===== config.mk =====
export PLATFORM = sky130hd
export DESIGN_NAME = alu8_psw
export DESIGN_NICKNAME = d
export VERILOG_FILES = /design/src/rtl/alu8_pkg.sv /design/src/rtl/alu8_addsub.sv /design/src/rtl/alu8_logic.sv /design/src/rtl/alu8_psw_reg.sv /design/src/rtl/alu8_psw.sv
export SDC_FILE = /design/constraint.sdc
export NUM_CORES = 1
export LEC_CHECK = 0
export ABC_CLOCK_PERIOD_IN_PS = 9800
export BUFFER_PORTS_ARGS = -buffer_cell sky130_fd_sc_hd__buf_2
export CAP_MARGIN = 15
export CORE_ASPECT_RATIO = 1.25
export CORE_MARGIN = 2
export CORE_UTILIZATION = 50
export CTS_CLUSTER_SIZE = 12
export DETAILED_ROUTE_END_ITERATION = 16
export PLACE_DENSITY = 0.74
export SYNTH_ARGS = -nofsm -noshare
export SYNTH_HDL_FRONTEND = slang
export SYNTH_SLANG_ARGS = --single-unit

===== constraint.sdc =====
create_clock -name clk -period 9.8 [get_ports clk]
set_input_delay 0.98 -clock clk [delete_from_list [all_inputs] [get_ports clk]]
set_output_delay 0.98 -clock clk [all_outputs]
set_load 0.005 [all_outputs]

===== src/rtl/alu8_pkg.sv =====
package alu8_pkg;

  typedef enum logic [3:0] {
    OP_ADC  = 4'd0,
    OP_SBC  = 4'd1,
    OP_AND  = 4'd2,
    OP_OR   = 4'd3,
    OP_XOR  = 4'd4,
    OP_ASL  = 4'd5,
    OP_LSR  = 4'd6,
    OP_ROL  = 4'd7,
    OP_ROR  = 4'd8,
    OP_BIT  = 4'd9,
    OP_PASS = 4'd10,
    OP_SETG = 4'd11,
    OP_CLRG = 4'd12,
    OP_EI   = 4'd13,
    OP_DI   = 4'd14,
    OP_CLRV = 4'd15
  } alu_op_e;

  localparam int unsigned PSW_W = 8;
  localparam int unsigned FL_N  = 7;
  localparam int unsigned FL_V  = 6;
  localparam int unsigned FL_G  = 5;
  localparam int unsigned FL_B  = 4;
  localparam int unsigned FL_H  = 3;
  localparam int unsigned FL_I  = 2;
  localparam int unsigned FL_Z  = 1;
  localparam int unsigned FL_C  = 0;

  typedef struct packed {
    logic [PSW_W-1:0] val;
    logic [PSW_W-1:0] wr;
  } flag_upd_t;

endpackage


===== src/rtl/alu8_addsub.sv =====
module alu8_addsub
  import alu8_pkg::*;
#(
  parameter int unsigned DW = 8
) (
  input  logic [DW-1:0] a,
  input  logic [DW-1:0] b,
  input  logic          cin,
  input  logic          sub,
  output logic [DW-1:0] res,
  output flag_upd_t     upd
);
  localparam int unsigned HALF = DW / 2;

  logic [DW-1:0]   b_eff;
  logic [DW:0]     full_sum;
  logic [HALF:0]   low_sum;

  always_comb begin
    b_eff    = sub ? ~b : b;
    full_sum = {1'b0, a} + {1'b0, b_eff} + {{DW{1'b0}}, cin};
    low_sum  = {1'b0, a[HALF-1:0]} + {1'b0, b_eff[HALF-1:0]} + {{HALF{1'b0}}, cin};
    res      = full_sum[DW-1:0];

    upd            = '0;
    upd.val[FL_N]  = res[DW-1];
    upd.val[FL_V]  = (a[DW-1] == b_eff[DW-1]) && (res[DW-1] != a[DW-1]);
    upd.val[FL_H]  = low_sum[HALF];
    upd.val[FL_Z]  = (res == '0);
    upd.val[FL_C]  = full_sum[DW];
    upd.wr[FL_N]   = 1'b1;
    upd.wr[FL_V]   = 1'b1;
    upd.wr[FL_H]   = 1'b1;
    upd.wr[FL_Z]   = 1'b1;
    upd.wr[FL_C]   = 1'b1;
  end

endmodule


===== src/rtl/alu8_logic.sv =====
module alu8_logic
  import alu8_pkg::*;
#(
  parameter int unsigned DW = 8
) (
  input  alu_op_e       op,
  input  logic [DW-1:0] a,
  input  logic [DW-1:0] b,
  input  logic          cin,
  output logic [DW-1:0] res,
  output flag_upd_t     upd
);
  localparam int unsigned MSB = DW - 1;

  always_comb begin
    res = a;
    upd = '0;
    unique case (op)
      OP_AND:  res = a & b;
      OP_OR:   res = a | b;
      OP_XOR:  res = a ^ b;
      OP_PASS: res = b;
      OP_ASL: begin res = {a[MSB-1:0], 1'b0}; upd.val[FL_C] = a[MSB]; end
      OP_LSR: begin res = {1'b0, a[MSB:1]};   upd.val[FL_C] = a[0];   end
      OP_ROL: begin res = {a[MSB-1:0], cin};  upd.val[FL_C] = a[MSB]; end
      OP_ROR: begin res = {cin, a[MSB:1]};    upd.val[FL_C] = a[0];   end
      default: res = a;
    endcase

    unique case (op)
      OP_AND, OP_OR, OP_XOR, OP_PASS: begin
        upd.val[FL_N] = res[MSB];
        upd.val[FL_Z] = (res == '0);
        upd.wr[FL_N]  = 1'b1;
        upd.wr[FL_Z]  = 1'b1;
      end
      OP_ASL, OP_LSR, OP_ROL, OP_ROR: begin
        upd.val[FL_N] = res[MSB];
        upd.val[FL_Z] = (res == '0);
        upd.wr[FL_N]  = 1'b1;
        upd.wr[FL_Z]  = 1'b1;
        upd.wr[FL_C]  = 1'b1;
      end
      OP_BIT: begin
        upd.val[FL_N] = b[MSB];
        upd.val[FL_V] = b[MSB-1];
        upd.val[FL_Z] = ((a & b) == '0);
        upd.wr[FL_N]  = 1'b1;
        upd.wr[FL_V]  = 1'b1;
        upd.wr[FL_Z]  = 1'b1;
      end
      default: upd.wr = '0;
    endcase
  end

endmodule


===== src/rtl/alu8_psw_reg.sv =====
module alu8_psw_reg
  import alu8_pkg::*;
(
  input  logic             clk,
  input  logic             rst_n,
  input  logic             ld,
  input  logic [PSW_W-1:0] ld_data,
  input  logic             upd_en,
  input  flag_upd_t        upd,
  output logic [PSW_W-1:0] psw
);

  always_ff @(posedge clk) begin
    if (!rst_n)      psw <= '0;
    else if (ld)     psw <= ld_data;
    else if (upd_en) psw <= (psw & ~upd.wr) | (upd.val & upd.wr);
  end

  AST_LOAD_ALL: assert property (@(posedge clk) disable iff (!rst_n)
    ld |=> psw == $past(ld_data));
  AST_IDLE_HOLD: assert property (@(posedge clk) disable iff (!rst_n)
    (!ld && !upd_en) |=> $stable(psw));
  AST_B_ONLY_LOAD: assert property (@(posedge clk) disable iff (!rst_n)
    !ld |=> psw[FL_B] == $past(psw[FL_B]));

endmodule


===== src/rtl/alu8_psw.sv =====
module alu8_psw
  import alu8_pkg::*;
#(
  parameter int unsigned DW = 8
) (
  input  logic             clk,
  input  logic             rst_n,
  input  logic             op_valid,
  input  logic [3:0]       op_code,
  input  logic [DW-1:0]    opnd_a,
  input  logic [DW-1:0]    opnd_b,
  input  logic             carry_in,
  input  logic             psw_load,
  input  logic [PSW_W-1:0] psw_load_data,
  output logic [DW-1:0]    result,
  output logic             res_valid,
  output logic [PSW_W-1:0] psw,
  output logic             dp_hi
);
  alu_op_e     op;
  logic        is_arith;
  logic [DW-1:0] arith_res, logic_res, next_res;
  flag_upd_t   arith_upd, logic_upd, ctrl_upd, sel_upd;

  assign op       = alu_op_e'(op_code);
  assign is_arith = (op == OP_ADC) || (op == OP_SBC);

  alu8_addsub #(.DW(DW)) u_addsub (
    .a(opnd_a), .b(opnd_b), .cin(carry_in), .sub(op == OP_SBC),
    .res(arith_res), .upd(arith_upd)
  );

  alu8_logic #(.DW(DW)) u_logic (
    .op(op), .a(opnd_a), .b(opnd_b), .cin(carry_in),
    .res(logic_res), .upd(logic_upd)
  );

  always_comb begin
    ctrl_upd = '0;
    unique case (op)
      OP_SETG: begin ctrl_upd.wr[FL_G] = 1'b1; ctrl_upd.val[FL_G] = 1'b1; end
      OP_CLRG: ctrl_upd.wr[FL_G] = 1'b1;
      OP_EI:   begin ctrl_upd.wr[FL_I] = 1'b1; ctrl_upd.val[FL_I] = 1'b1; end
      OP_DI:   ctrl_upd.wr[FL_I] = 1'b1;
      OP_CLRV: begin ctrl_upd.wr[FL_V] = 1'b1; ctrl_upd.wr[FL_H] = 1'b1; end
      default: ctrl_upd = '0;
    endcase
    sel_upd  = is_arith ? arith_upd : (logic_upd | ctrl_upd);
    next_res = is_arith ? arith_res : logic_res;
  end

  alu8_psw_reg u_psw (
    .clk(clk), .rst_n(rst_n), .ld(psw_load), .ld_data(psw_load_data),
    .upd_en(op_valid), .upd(sel_upd), .psw(psw)
  );

  always_ff @(posedge clk) begin
    if (!rst_n) begin
      result    <= '0;
      res_valid <= 1'b0;
    end else begin
      res_valid <= op_valid;
      if (op_valid) result <= next_res;
    end
  end

  assign dp_hi = psw[FL_G];

  AST_VALID_LATENCY: assert property (@(posedge clk) disable iff (!rst_n)
    op_valid |=> res_valid);
  AST_LOGIC_KEEPS_CVH: assert property (@(posedge clk) disable iff (!rst_n)
    (op_valid && !psw_load && (op == OP_AND || op == OP_OR || op == OP_XOR))
      |=> (psw[FL_C] == $past(psw[FL_C])) && (psw[FL_V] == $past(psw[FL_V]))
          && (psw[FL_H] == $past(psw[FL_H])));
  AST_CLRV_CLEARS_VH: assert property (@(posedge clk) disable iff (!rst_n)
    (op_valid && !psw_load && op == OP_CLRV) |=> !psw[FL_V] && !psw[FL_H]);
  AST_SETG_SETS: assert property (@(posedge clk) disable iff (!rst_n)
    (op_valid && !psw_load && op == OP_SETG) |=> dp_hi);
  AST_EI_SETS: assert property (@(posedge clk) disable iff (!rst_n)
    (op_valid && !psw_load && op == OP_EI) |=> psw[FL_I]);
  AST_ZERO_MATCH: assert property (@(posedge clk) disable iff (!rst_n)
    (op_valid && !psw_load && (is_arith || op == OP_PASS || op == OP_XOR))
      |=> psw[FL_Z] == (result == '0));

endmodule


==> out/metrics.cfg <==
[setup_path]
cp-startpoint = op_code[3]
worstSetupPathType = primary input to flop
arrival_ps = 4550
end_kind = flop
cp.required_ps = 9990
cp-start-kind = primary input
critPathMaxFanout = 37

[detailed_routing]
vias_per_cell = 6.159
ant_nets = 0
drt-pass1-iter-count = 5
drt_iter0_drc = 147
post-route-drc-count = 0
routed-via-count = 2519
routed_wl_um = 6664
wl_per_cell_um = 16.29

[pwr]
power_density_nw_per_um2 = 93.57
p_int_w = 0.0001500
leakage_nw = 1.177
p_comb_frac = 0.465
netSwitchingPower_w = 0.00009528
p_seq_frac = 0.313
switching_share = 0.3885
p_clk_frac = 0.222
vdd_drop_max_uv = 53.87

[place]
placed_cells = 405
globalplace.congestion = 1.044
port_buffers = 50
dp_hpwl_um = 5184

[sta]
hold_viol = 0
setup_viol = 0
max_freq_mhz = 229.4
rsz0062_at_grt = no
maxSlewHeadroom = 0.5532
timing.setup.tns_ps = 0
finalCritPeriodShare = 0.4448
worst_slew_pin_slew_ps = 670.2
min_period_ps = 4359
fin_worst_skew_ps = 0
slew_violations = 0

[yosys]
syn_area_per_cell_um2 = 7.535
synth_common_cells = nand2_1 (30), ha_1 (24), inv_1 (22), nor2_1 (22), o21ai_0 (22)
syn_inst = 316
ys_seq_elements = 17
ys_types = 67
synth_top_area_cell = dfxtp_1
yosys.area.top_type_share = 0.1429
synth.top_cells.by_area = dfxtp_1 (14%), ha_1 (13%), nand2_1 (4.7%)
synth.most_common_cell = nand2_1
synth-edff-count = 0
synth_async_sr_flop_share = 0
seq_area_frac_synth = 0.1429
synth_flop_cell = dfxtp_1
syn_area_um2 = 2381
synth_nets = 375
yosysWarnings = 0

[clock_tree]
clkSlewWorstSetupHoldPaths_ps = 70
clkLatencyLatePin_ps = 260
hold_buffers = 0
clock-sinks = 17
h-tree-depth = 1
cts-root-buf = clkbuf_8
cts_resized = 0
cts_tree = done
cts_buffer_depth = 2
cts_setup_buffers = 0
cts_made_buffers = 3

[cells_and_area]
stdcell_count = 409
nets = 409
syn_to_final_growth_pct = 10.09
drive_gt1_frac = 0.1834
n_antenna_cell = 0

[hold_path]
hp-class = flop to flop
min-delay-start = result[1]

[floorplan]
fp.dieH_um = 81.16
rows = 28
pin_count = 51
start_util = 0.5110
dieArea_um2 = 5334
die_w_um = 65.72
fp.coreArea_um2 = 4659

[outcome]
outcome = finished clean

[flow_run]
drv_cap = 0

[global_routing]
track_usage = 0.2575
grt_pass1_vias = 2265
grt_max_degree = 44
overflow = 0
antenna_found_initial = 0
grt_pass1_wl_um = 10740

metal layers:
layer  share of wire  global-route usage
met1            0.41              0.3173
met2            0.49              0.4354
met3           0.058             0.02632
met4           0.040              0.1417
met5               0                   0
per-stage QoR:
stage          power (W)  instance area, µm²  setup slack (ps)  hold WS (ps)    util
2_1_floorplan  0.0001594                2381              5747         466.5       -
3_3_place_gp   0.0001887                2575              5350         456.9  0.5526
3_5_place_dp   0.0001904                2575              5243         461.4  0.5526
4_1_cts        0.0002441                2621              5500         471.9  0.5626
5_1_grt        0.0002619                2621              5193         496.8  0.5626
6_report       0.0002453                2621              5441         467.0  0.5626
worst max-delay path, stage by stage:
cell and delay (ps):
buf_2 300, or3_1 640, nor2_2 460, xnor2_1 190, fa_1 210, inv_1 60, fa_1 380, nand2b_1 150
a21oi_1 320, a211oi_1 150, o21bai_1 160, a211oi_1 90, o31a_1 310, a21oi_1 140
final cells by class:
cell class                 instances  area [µm²]
clock buffer                       3       41.29
tap                               60       75.07
timing repair buffer              50       250.2
clock inverter                     1       5.005
inverter                          23       86.33
multi-input combinational        255        1823
sequential                        17       340.3
fill                             475        2038
cells by family (layout without fill, tap and decap cells):
kind of cell | count (synthesis) | in the layout | synth area share
buf+inv | 44 | 77 | 0.09144
simple gates | 105 | 105 | 0.2291
mux | 6 | 6 | 0.02732
fa+ha+maj | 26 | 26 | 0.1429
compound gates | 104 | 104 | 0.3148
flops | 17 | 17 | 0.1429
xor+xnor | 14 | 14 | 0.05150
final timing paths:
| kind | to | slack (ps) | cells after the start |
|---|---|---|---|
| worst max-delay path | flop | 5440 | 14 |
| worst min-delay path | result[1] | 470 | 2 |
| worst max register to register | flop | 8640 | 5 |
| worst min register to register | result[1] | 470 | 2 |
cells in the final DEF (no fill, tap or decap), types with 2 or more instances in the layout:
master     Yosys  final
a22o_1         3      3
nor4_1         4      4
o21ai_0       22     22
nor2b_1        8      8
nor4bb_1       2      2
fa_1           2      2
a31oi_1        8      8
ha_1          24     24
dfxtp_1       17     17
mux2i_1        5      5
buf_2          6     50
o2bb2ai_1      2      2
inv_1         22     22
a21boi_0       4      4
o21ai_1        2      2
o21a_1         3      3
o211ai_1       3      3
xor2_1         3      3
nand2_1       30     30
a311oi_1       2      2
nor3_1         3      3
nand2b_1       6      6
a21o_1         2      2
a21oi_1       18     18
nand3b_1       7      7
o211a_1        3      3
xnor2_1       11     11
a22oi_1        5      5
nand3_1        8      8
a32o_1         2      2
and2_1         4      4
nor2_1        22     22
clkbuf_8       0      3
o2111ai_1      2      2
a211oi_1       6      6
power groups by stage:
stage / Clock, W / Combinational [W] / Sequential, W
6_report: 0.0000544 / 0.000114 / 0.0000767
3_3_place_gp: 0 / 0.000110 / 0.0000782
4_1_cts: 0.0000546 / 0.000113 / 0.0000767
2_1_floorplan: 0 / 0.0000807 / 0.0000787
5_1_grt: 0.0000576 / 0.000127 / 0.0000773
3_5_place_dp: 0 / 0.000112 / 0.0000783
No activity file was read; power rests on OpenSTA's default activity.
